$ cat src/rtl/wbuf_pkg.sv
package wbuf_pkg;
  typedef enum logic [1:0] {
    PICK_NONE  = 2'd0,
    PICK_READ  = 2'd1,
    PICK_WRITE = 2'd2
  } pick_e;
endpackage

$ cat src/rtl/wbuf_cam.sv
module wbuf_cam #(
  parameter int DEPTH = 4,
  parameter int BLK_W = 28
) (
  input  logic                        clk,
  input  logic                        rst,
  input  logic [DEPTH-1:0]            live_i,
  input  logic [DEPTH-1:0][BLK_W-1:0] tags_i,
  input  logic [BLK_W-1:0]            key_i,
  output logic [DEPTH-1:0]            hit_o
);
  for (genvar i = 0; i < DEPTH; i++) begin : g_cmp
    assign hit_o[i] = live_i[i] && (tags_i[i] == key_i);
  end

  AST_ONE_MATCH: assert property (@(posedge clk) disable iff (rst)
    $countones(hit_o) <= 1);
endmodule

$ cat src/rtl/wbuf_slot.sv
module wbuf_slot #(
  parameter int BLK_W  = 28,
  parameter int WORD_W = 32,
  parameter int WORDS  = 4,
  localparam int BYTES  = WORD_W / 8,
  localparam int WSEL_W = (WORDS > 1) ? $clog2(WORDS) : 1,
  localparam int LINE_W = WORDS * WORD_W,
  localparam int MASK_W = WORDS * BYTES
) (
  input  logic              clk,
  input  logic              rst,
  input  logic              alloc_i,
  input  logic              merge_i,
  input  logic              clear_i,
  input  logic [BLK_W-1:0]  blk_i,
  input  logic [WSEL_W-1:0] wsel_i,
  input  logic [WORD_W-1:0] data_i,
  input  logic [BYTES-1:0]  be_i,
  output logic              valid_o,
  output logic [BLK_W-1:0]  blk_o,
  output logic [LINE_W-1:0] line_o,
  output logic [MASK_W-1:0] mask_o
);
  logic              valid_q;
  logic [BLK_W-1:0]  blk_q;
  logic [LINE_W-1:0] line_q;
  logic [MASK_W-1:0] mask_q;

  always_ff @(posedge clk) begin
    if (rst) begin
      valid_q <= 1'b0;
      blk_q   <= '0;
      line_q  <= '0;
      mask_q  <= '0;
    end else begin
      if (clear_i) valid_q <= 1'b0;
      if (alloc_i) begin
        valid_q <= 1'b1;
        blk_q   <= blk_i;
      end
      for (int w = 0; w < WORDS; w++) begin
        for (int b = 0; b < BYTES; b++) begin
          if (alloc_i) begin
            line_q[w*WORD_W + b*8 +: 8] <=
              ((wsel_i == WSEL_W'(w)) && be_i[b]) ? data_i[b*8 +: 8] : 8'h00;
            mask_q[w*BYTES + b] <= (wsel_i == WSEL_W'(w)) && be_i[b];
          end else if (merge_i && (wsel_i == WSEL_W'(w)) && be_i[b]) begin
            line_q[w*WORD_W + b*8 +: 8] <= data_i[b*8 +: 8];
            mask_q[w*BYTES + b]         <= 1'b1;
          end
        end
      end
    end
  end

  assign valid_o = valid_q;
  assign blk_o   = blk_q;
  assign line_o  = line_q;
  assign mask_o  = mask_q;

  AST_ALLOC_FREE: assert property (@(posedge clk) disable iff (rst)
    alloc_i |-> !valid_q);
  AST_MERGE_LIVE: assert property (@(posedge clk) disable iff (rst)
    merge_i |-> (valid_q && !clear_i && !alloc_i));
endmodule

$ cat src/rtl/wbuf_merge.sv
module wbuf_merge
  import wbuf_pkg::*;
#(
  parameter int ADDR_W = 32,
  parameter int WORD_W = 32,
  parameter int WORDS  = 4,
  parameter int DEPTH  = 4,
  localparam int BYTES  = WORD_W / 8,
  localparam int LANE_W = $clog2(BYTES),
  localparam int OFF_W  = $clog2(WORDS * BYTES),
  localparam int WSEL_W = (WORDS > 1) ? $clog2(WORDS) : 1,
  localparam int BLK_W  = ADDR_W - OFF_W,
  localparam int LINE_W = WORDS * WORD_W,
  localparam int MASK_W = WORDS * BYTES,
  localparam int PTR_W  = (DEPTH > 1) ? $clog2(DEPTH) : 1,
  localparam int CNT_W  = $clog2(DEPTH + 1)
) (
  input  logic              clk,
  input  logic              rst,
  input  logic              cfg_drain_first,
  input  logic              st_valid,
  output logic              st_ready,
  input  logic [ADDR_W-1:0] st_addr,
  input  logic [WORD_W-1:0] st_data,
  input  logic [BYTES-1:0]  st_be,
  input  logic              rd_valid,
  output logic              rd_ready,
  input  logic [ADDR_W-1:0] rd_addr,
  output logic              mem_cmd_valid,
  input  logic              mem_cmd_ready,
  output logic              mem_cmd_write,
  output logic [ADDR_W-1:0] mem_cmd_addr,
  output logic [LINE_W-1:0] mem_cmd_data,
  output logic [MASK_W-1:0] mem_cmd_mask
);
  // entry state
  logic [DEPTH-1:0]             slot_valid;
  logic [DEPTH-1:0][BLK_W-1:0]  slot_blk;
  logic [DEPTH-1:0][LINE_W-1:0] slot_line;
  logic [DEPTH-1:0][MASK_W-1:0] slot_mask;
  logic [PTR_W-1:0]             head_q, tail_q;
  logic [CNT_W-1:0]             count_q;

  // command register
  logic              cmd_valid_q, cmd_write_q;
  logic [ADDR_W-1:0] cmd_addr_q;
  logic [LINE_W-1:0] cmd_line_q;
  logic [MASK_W-1:0] cmd_mask_q;

  logic [BLK_W-1:0]  st_blk, rd_blk;
  logic [WSEL_W-1:0] st_wsel;
  logic [DEPTH-1:0]  st_hit, rd_hit, st_merge, head_onehot;
  logic              cmd_free, rd_go, pop, merge_any, st_fire, alloc, empty, full;
  pick_e             pick;

  assign st_blk  = st_addr[ADDR_W-1:OFF_W];
  assign rd_blk  = rd_addr[ADDR_W-1:OFF_W];
  if (WORDS > 1) begin : g_wsel
    assign st_wsel = st_addr[OFF_W-1:LANE_W];
  end else begin : g_wsel1
    assign st_wsel = '0;
  end

  assign empty = (count_q == '0);
  assign full  = (count_q == CNT_W'(DEPTH));

  wbuf_cam #(.DEPTH(DEPTH), .BLK_W(BLK_W)) u_st_cam (
    .clk(clk), .rst(rst), .live_i(slot_valid), .tags_i(slot_blk),
    .key_i(st_blk), .hit_o(st_hit)
  );
  wbuf_cam #(.DEPTH(DEPTH), .BLK_W(BLK_W)) u_rd_cam (
    .clk(clk), .rst(rst), .live_i(slot_valid), .tags_i(slot_blk),
    .key_i(rd_blk), .hit_o(rd_hit)
  );

  // arbitration: a read goes first when allowed, else the head entry drains
  always_comb begin
    cmd_free = !cmd_valid_q || mem_cmd_ready;
    rd_go    = rd_valid && cmd_free &&
               (cfg_drain_first ? empty : (rd_hit == '0));
    pop      = cmd_free && !rd_go && !empty;
    if (rd_go)    pick = PICK_READ;
    else if (pop) pick = PICK_WRITE;
    else          pick = PICK_NONE;
  end

  assign head_onehot = DEPTH'(1) << head_q;
  assign st_merge    = st_hit & ~(pop ? head_onehot : '0);
  assign merge_any   = (st_merge != '0);
  assign st_ready    = merge_any || !full;
  assign st_fire     = st_valid && st_ready;
  assign alloc       = st_fire && !merge_any;
  assign rd_ready    = rd_go;

  for (genvar i = 0; i < DEPTH; i++) begin : g_slot
    wbuf_slot #(.BLK_W(BLK_W), .WORD_W(WORD_W), .WORDS(WORDS)) u_slot (
      .clk(clk), .rst(rst),
      .alloc_i(alloc && (tail_q == PTR_W'(i))),
      .merge_i(st_fire && st_merge[i]),
      .clear_i(pop && (head_q == PTR_W'(i))),
      .blk_i(st_blk), .wsel_i(st_wsel), .data_i(st_data), .be_i(st_be),
      .valid_o(slot_valid[i]), .blk_o(slot_blk[i]),
      .line_o(slot_line[i]), .mask_o(slot_mask[i])
    );
  end

  function automatic logic [PTR_W-1:0] ptr_inc(input logic [PTR_W-1:0] p);
    return (p == PTR_W'(DEPTH - 1)) ? '0 : p + PTR_W'(1);
  endfunction

  always_ff @(posedge clk) begin
    if (rst) begin
      head_q  <= '0;
      tail_q  <= '0;
      count_q <= '0;
    end else begin
      if (pop)   head_q <= ptr_inc(head_q);
      if (alloc) tail_q <= ptr_inc(tail_q);
      count_q <= count_q + CNT_W'(alloc) - CNT_W'(pop);
    end
  end

  always_ff @(posedge clk) begin
    if (rst) begin
      cmd_valid_q <= 1'b0;
      cmd_write_q <= 1'b0;
      cmd_addr_q  <= '0;
      cmd_line_q  <= '0;
      cmd_mask_q  <= '0;
    end else begin
      unique case (pick)
        PICK_READ: begin
          cmd_valid_q <= 1'b1;
          cmd_write_q <= 1'b0;
          cmd_addr_q  <= rd_addr;
          cmd_line_q  <= '0;
          cmd_mask_q  <= '0;
        end
        PICK_WRITE: begin
          cmd_valid_q <= 1'b1;
          cmd_write_q <= 1'b1;
          cmd_addr_q  <= {slot_blk[head_q], OFF_W'(0)};
          cmd_line_q  <= slot_line[head_q];
          cmd_mask_q  <= slot_mask[head_q];
        end
        default: if (mem_cmd_ready) cmd_valid_q <= 1'b0;
      endcase
    end
  end

  assign mem_cmd_valid = cmd_valid_q;
  assign mem_cmd_write = cmd_write_q;
  assign mem_cmd_addr  = cmd_addr_q;
  assign mem_cmd_data  = cmd_line_q;
  assign mem_cmd_mask  = cmd_mask_q;

  AST_CMD_HOLD: assert property (@(posedge clk) disable iff (rst)
    (mem_cmd_valid && !mem_cmd_ready) |=>
      (mem_cmd_valid && $stable(mem_cmd_write) && $stable(mem_cmd_addr) &&
       $stable(mem_cmd_data) && $stable(mem_cmd_mask)));
  AST_RD_ISSUE: assert property (@(posedge clk) disable iff (rst)
    (rd_valid && rd_ready) |=> (mem_cmd_valid && !mem_cmd_write));
  AST_DRAIN_WAIT: assert property (@(posedge clk) disable iff (rst)
    (rd_valid && rd_ready && cfg_drain_first) |-> (slot_valid == '0));
  AST_NO_OVERFLOW: assert property (@(posedge clk) disable iff (rst)
    (st_valid && !st_ready) |-> (slot_valid == '1));
  AST_POP_LIVE: assert property (@(posedge clk) disable iff (rst)
    pop |-> slot_valid[head_q]);
endmodule

$ cat config.mk
export PLATFORM = sky130hd
export DESIGN_NAME = wbuf_merge
export DESIGN_NICKNAME = d
export VERILOG_FILES = /design/src/rtl/wbuf_pkg.sv /design/src/rtl/wbuf_cam.sv /design/src/rtl/wbuf_slot.sv /design/src/rtl/wbuf_merge.sv
export SDC_FILE = /design/constraint.sdc
export NUM_CORES = 2
export LEC_CHECK = 0
export ABC_AREA = 0
export BUFFER_PORTS_ARGS = -buffer_cell sky130_fd_sc_hd__buf_2
export CAP_MARGIN = 10
export CORE_MARGIN = 2
export CORE_UTILIZATION = 60
export CTS_CLUSTER_SIZE = 40
export DETAILED_ROUTE_END_ITERATION = 10
export GPL_TIMING_DRIVEN = 0
export PLACE_DENSITY_LB_ADDON = 0.15
export SETUP_SLACK_MARGIN = 0.5
export SLEW_MARGIN = 20
export SYNTH_ARGS = -nofsm -noshare
export SYNTH_HDL_FRONTEND = slang
export SYNTH_SLANG_ARGS = --single-unit
$ cat constraint.sdc
create_clock -name clk -period 5.1 [get_ports clk]
set_input_delay 1.02 -clock clk [delete_from_list [all_inputs] [get_ports clk]]
set_output_delay 1.02 -clock clk [all_outputs]
set_load 0.01 [all_outputs]
Word level (Yosys, flattened, before mapping)
Cells that the tools add are included.

Add/subtract/negate cells: 4. Multipliers: 0. Divide/modulo/power cells: 0. Order comparisons: 1. Equality and inequality tests: 20. Shift-type cells: 1. Mux-type cells: 298. Bitwise operators: 2. Reduce and logical (&&, ||, !) cells: 206.

Operators with widths (count): two-way mux 8 bit (144); binary-select mux 128 bit (select 2 bit) (1); case mux 128 bit (2 select lines) (1); equality test 28 bit (8); nonzero test 2 bit (70); two-way mux 1 bit (139); two-way mux 128 bit (1); logical AND 1 bit (122); case mux 32 bit (2 select lines) (1); binary-select mux 28 bit (select 2 bit) (1); binary-select mux 16 bit (select 2 bit) (1); case mux 16 bit (2 select lines) (1); two-way mux 28 bit (1); two-way mux 16 bit (1); equality test 2 bit (second input constant) (7); equality test 2 x 1 -> 1 bit (second input constant) (4); two-way mux 2 bit (4); logical NOT 2 bit (3); logical NOT 1 bit (5); adder 2 x 1 -> 2 bit (second input constant) (2); AND 4 bit (1); logical NOT 4 bit (1); two-way mux 4 bit (1); NOT 4 bit (1); other kinds (10) (11).

Flip-flop bits (word level): 877. Bits in latches: 0. RAM bits: 0. ROM bits: 0. Input bits: 106. Output and inout port bits: 180. Word-level logic and storage cells: 676. Memories: 0.

Longest topological paths before layout
Depth in word-level cells: 19. Mapped depth: 20. Depth with buffers taken out: 16.

Modules after synthesis
Synthesis repeated with hierarchy kept, for this count alone.

Cell total of the unflattened synthesis: 2987. Area total of the unflattened synthesis: 36890.4 µm².

Modules (own cells, without submodules): wbuf_slot (times used 4, cells an instance 449, area an instance 5963.2 µm², sequential area each 3463.3 µm²); wbuf_merge (times used 1, cells an instance 885, area an instance 10575.1 µm², sequential area each 3703.6 µm²); wbuf_cam (times used 2, cells an instance 153, area an instance 1231.2 µm², sequential area each 0.0 µm²).

Worst setup path before layout
OpenSTA, ideal clock, no wires.

Path type: input port to flip-flop. Start point: input port rd_addr[5]. End point: register count_q[2]. Setup time: 128 ps. Data arrival time: 4344 ps. Data required time: 4972 ps. Path slack: 628 ps. Cell stages on the path: 20. Path through: clkbuf_1 xnor2_1 nand4_1 nor4_1 a2bb2oi_1 nand4b_2 a31oi_1 nor4_2 buf_2 buf_2 buf_2 nand3_1 ha_1 inv_1 ha_1 inv_1 fa_1 xor2_1 xnor2_1 nor2_1.

Cells in the longest elaborated chain, start to end: 17. Elaborated cells between the ends (all ways): 24. Classes of those cells: add/sub (2); eq/ne (4); mux (2); bitwise (2); reduce/logical (14).

Ends and longest elaborated chain: start, declared (RTL line wbuf_merge.sv:28) `input logic [ADDR_W-1:0] rd_addr,`; equality test 28 bit (RTL line wbuf_cam.sv:13) `assign hit_o[i] = live_i[i] && (tags_i[i] == key_i);`; logical AND 1 bit (RTL line wbuf_cam.sv:13); logical NOT 4 bit (*) (RTL line wbuf_merge.sv:80) `(cfg_drain_first ? empty : (rd_hit == '0));`; two-way mux 1 bit (*) (RTL line wbuf_merge.sv:80); logical AND 1 bit (*) (RTL line wbuf_merge.sv:79) `rd_go = rd_valid && cmd_free &&`; logical NOT 1 bit (*) (RTL line wbuf_merge.sv:81) `pop = cmd_free && !rd_go && !empty;`; logical AND 1 bit (*) (2 in a row) (RTL line wbuf_merge.sv:81); two-way mux 4 bit (RTL line wbuf_merge.sv:88) `assign st_merge = st_hit & ~(pop ? head_onehot : '0);`; NOT 4 bit (RTL line wbuf_merge.sv:88); AND 4 bit (RTL line wbuf_merge.sv:88); nonzero test 4 bit (RTL line wbuf_merge.sv:89) `assign merge_any = (st_merge != '0);`; logical OR 1 bit (RTL line wbuf_merge.sv:90) `assign st_ready = merge_any || !full;`; logical AND 1 bit (RTL line wbuf_merge.sv:91) `assign st_fire = st_valid && st_ready;`; logical AND 1 bit (RTL line wbuf_merge.sv:92) `assign alloc = st_fire && !merge_any;`; adder 3 x 1 -> 3 bit (RTL line wbuf_merge.sv:119) `count_q <= count_q + CNT_W'(alloc) - CNT_W'(pop);`; subtractor 3 x 1 -> 3 bit (*) (RTL line wbuf_merge.sv:119); end signal, assigned (RTL line wbuf_merge.sv:119); end, declared (RTL line wbuf_merge.sv:42) `logic [CNT_W-1:0] count_q;`.

Mark *: on every way between the ends. The rest lies on a longest branch, timed or not. A chain may end at the register's enable or synchronous reset.

Worst setup path after layout
Start point: input port st_addr[18]. End point: register g_slot[1].u_slot.line_q[111].

Cells in the longest elaborated chain, start to end: 10. Elaborated cells between the ends (all ways): 20. Classes of those cells: eq/ne (4); mux (1); bitwise (1); reduce/logical (14).

Ends and longest elaborated chain: start, declared (RTL line wbuf_merge.sv:23) `input logic [ADDR_W-1:0] st_addr,`; equality test 28 bit (RTL line wbuf_cam.sv:13); logical AND 1 bit (RTL line wbuf_cam.sv:13); AND 4 bit (*) (RTL line wbuf_merge.sv:88); nonzero test 4 bit (RTL line wbuf_merge.sv:89); logical OR 1 bit (RTL line wbuf_merge.sv:90); logical AND 1 bit (RTL line wbuf_merge.sv:91); logical AND 1 bit (RTL line wbuf_merge.sv:99) `.merge_i(st_fire && st_merge[i]),`; logical AND 1 bit (2 in a row) (RTL line wbuf_slot.sv:47) `end else if (merge_i && (wsel_i == WSEL_W'(w)) && be_i[b]) begin`; nonzero test 2 bit (no source line); end signal, assigned by index (RTL line wbuf_slot.sv:44) `line_q[w*WORD_W + b*8 +: 8] <=`; end signal, assigned by index (RTL line wbuf_slot.sv:48) `line_q[w*WORD_W + b*8 +: 8] <= data_i[b*8 +: 8];`; end, declared (RTL line wbuf_slot.sv:26) `logic [LINE_W-1:0] line_q;`.

Marked as above.

==> impl_results.md <==
- Io pins: 286
- Longest Clk Path Bufs: 3
- Crit end category: flip-flop
- CTS tree: built
- Die Width: 275 µm
- Clock Tree Root: clkbuf_16
- RSZ-0062 raised after global routing: no
- Final GP Congestion: 1.07
- Crit-path max cell delay: 0.73 ns
- Antenna violations before repair: 16
- Netlist Area Pre-Place: 0.0439 mm²
- Dpl hpwl: 136000 µm
- Worst hold slack: 0.450 ns
- Final WS setup: 0.492 ns
- Post-synth top area share: 39.9%
- Post-synth top flop: dfxtp_1
- Hold Vio Cnt, Final: 0
- CP max FO: 10
- Post-synthesis sequential area ratio: 39.9%
- Max_slew headroom: 9.62%
- Top cell type by total area after synthesis: dfxtp_1
- Worst path depth: 13
- PwrDens: 412 mW/mm²
- Most instantiated cells after synthesis: dfxtp_1, o21ai_0, nand2b_1
- Core area: 0.0727 mm²
- Worst hold path stage count: 2
- Core Rows: 99
- Worst Path Buf+Inv: 5
- Slew @ Worst Pin: 1.36 ns
- Vias per Instance: 6.62
- Unique masters post-synth: 41
- Fillers: 5781
- DRC viols: 0
- Worst setup path class: primary input to flip-flop
- Final net count: 5301
- Fin crit period: 4.61 ns
- Final setup fails: 0
- Top Family by Delay on Critical Path: buffers and inverters
- DRT antenna net count: 0
- Critical Path RT: 5.71 ns
- Initial Util: 60.4%
- Outcome: complete, no violations
- Slew Viols, Final: 0
- Mapped Avg Cell Area: 9.09 µm²
- # hold bufs at CTS: 0
- Post-synth EDFFs: 0
- Ratio of cells with drive above 1 in the final layout: 15.8%
- Sw Pwr: 7470 µW
- Arrival @ worst endpoint: 5.22 ns
- Clock latency on the worst-skew pair: 0.69 ns
- GR Overflow Total: 0
- Cells after Synth: 4835
- Hold WC Path Type: flip-flop to flip-flop
- Pre-CTS setup slack: -1.33 ns
- Async SR Flop Fraction: 0%
- Vias in the first global route: 39.2k
- Inserted Clock Buffers: 93
- Largest net degree at the start of global routing: 14
- Count of input and output buffers: 222
- Most instantiated library cell after synthesis: dfxtp_1
- GRT Total Usage: 48.2%
- Ys Warns: 0
- Clock Sinks: 877
- CP max-delay cell: clkbuf_1
- Max-cap violations: 0
- 1st-iter DRT viols: 6285
- Final Non-Filler Cells: 6240
- Flops & latches, synth: 877
- Switching portion of total power: 35.6%
- Clock Skew: 0.0369 ns
- Placed Cells: 6026
- Routed WL: 187000 µm
- H-Tree Depth: 3
- Max VDD drop: 0.000379 V
- Area Overhead vs Synth: 16.1%
- Period utilization: 90.4%
- TritonRoute pass-1 iters: 7
- Ranking of synthesized cells by area: dfxtp_1, mux2i_1, mux4_2
- DIE AREA: 0.0754 mm²
- Total power: 21000 µW
- Startpoint types: primary input
- Comb pwr share: 28.6%
- Internal: 13500 µW
- Mapped Nets: 4952
- Setup_tns: 0 ns
- Crit path top cell by count: buf_2
- Critical path cell sequence: clkbuf_2 -> xnor2_1 -> nand4_1 -> nor4_1 -> nand2_1 -> a31oi_4 -> buf_4 -> or4_1 -> buf_2 -> buf_2 -> clkbuf_1 -> o21ai_0 -> mux2i_1
- Register share of total power: 37.3%
- Fmax: 217 MHz
- Clk pwr share: 34.1%
- Clk slew on worst S/H paths: 0.06 ns
- Cells on worst reg2reg path: 13
- Wire length per cell: 29.9 µm
- Leakage Power: 0.0204 µW
- Vias: 41.3k
- First-pass GRT wire length: 264000 µm
- Die Y: 275 µm
flip-flops by register name, summed over array words and instances (netlist names):
register	count
mem_cmd_mask	16
mem_cmd_write	1
count_q	3
g_slot.u_slot.line_o	512
head_q	2
mem_cmd_valid	1
g_slot.u_slot.mask_o	64
tail_q	2
mem_cmd_data	128
mem_cmd_addr	32
g_slot.u_slot.blk_o	112
g_slot.u_slot.valid_o	4
cell type report:
| type | count | area (µm²) | share of cell area [%] |
|---|---|---|---|
| diodes | 22 | 55.1 | 0.108 |
| plain buffers | 486 | 2130 | 4.18 |
| clock buffers | 138 | 2750 | 5.38 |
| clock inverters | 32 | 419 | 0.821 |
| inverters | 75 | 282 | 0.552 |
| multi-input cells | 3397 | 25200 | 49.4 |
| flip-flops and latches | 877 | 17600 | 34.4 |
| well taps | 959 | 1200 | 2.35 |
| repair buffers | 254 | 1410 | 2.76 |
final timing paths:
kind                     startpoint                      endpoint  slack (ns)
setup / recovery        st_addr[18]  g_slot[1].u_slot.line_o[111]        0.49
hold reg to reg   mem_cmd_data[122]             mem_cmd_data[122]        0.45
hold / removal    mem_cmd_data[122]             mem_cmd_data[122]        0.45
setup reg to reg          head_q[1]  g_slot[1].u_slot.line_o[111]        0.62
power by group through the flow:
stage          Clock [µW]  Combinational, µW  Sequential, µW
2_1_floorplan           0               3550            7870
3_3_place_gp            0               5520            7910
3_5_place_dp            0               5600            7930
4_1_cts              7080               5730            7800
5_1_grt              7330               6230            7870
6_report             7170               6000            7830
routing by layer:
layer  GRT usage [%]  vias up  routed length, µm
li1                -    17500                  -
met1            61.4    19900              69200
met2            68.0     3062              76400
met3            15.6      728              24800
met4            36.5       12              16000
met5            1.07        -                194
metrics by stage:
stage / util [%] / instance area, µm²
after CTS: 69.4 / 50500
after floorplan: - / 43900
after detailed placement: 63.9 / 46500
after global placement: 63.6 / 46300
after global routing: 70.1 / 51000
final: 70.2 / 51000
worst min-delay path: cells and delay by family (launching register included):
kind / cells / cell delay (ns)
flip-flops: 1 / 0.30
AND/OR/NAND/NOR: 1 / 0.05
AO/OA/AOI/OAI: 1 / 0.05
layout by cell type, fill, tap and decap left out, types with 34 or more instances in the layout:
| cell type | instances |
|---|---|
| nor2_1 | 75 |
| nand3_1 | 126 |
| buf_2 | 292 |
| a22oi_1 | 64 |
| xor2_1 | 40 |
| dfxtp_1 | 876 |
| xnor2_1 | 125 |
| mux2i_1 | 513 |
| mux4_2 | 172 |
| buf_1 | 39 |
| nand2_1 | 468 |
| o21ai_1 | 47 |
| clkbuf_1 | 330 |
| clkbuf_2 | 34 |
| a211oi_1 | 64 |
| nand4_1 | 65 |
| a21oi_1 | 307 |
| inv_1 | 75 |
| o21ai_0 | 584 |
| nand2b_1 | 520 |
| clkbuf_16 | 93 |
repair_timing:
action | 4_1_cts | 5_1_grt
cloned | 0 | 0
setup buffers | 8 | 14
gates resized for setup | 119 | 85
pin swaps | 12 | 28
endpoints found under the setup margin | 749 | 2
cell families (layout without fill, tap and decap cells):
family	after synthesis	count (layout)	synth area share [%]
AOI/OAI and AO/OA	1108	1108	13.6
and+or+nand+nor	1370	1370	16.1
DFF	877	877	39.9
other	0	22	0
muxes	685	685	20.5
buffers and inverters	561	985	5.09
adders and majority gates	11	11	0.330
xor gates and xnor gates	223	223	4.44
(Power assumes the default switching activity.)
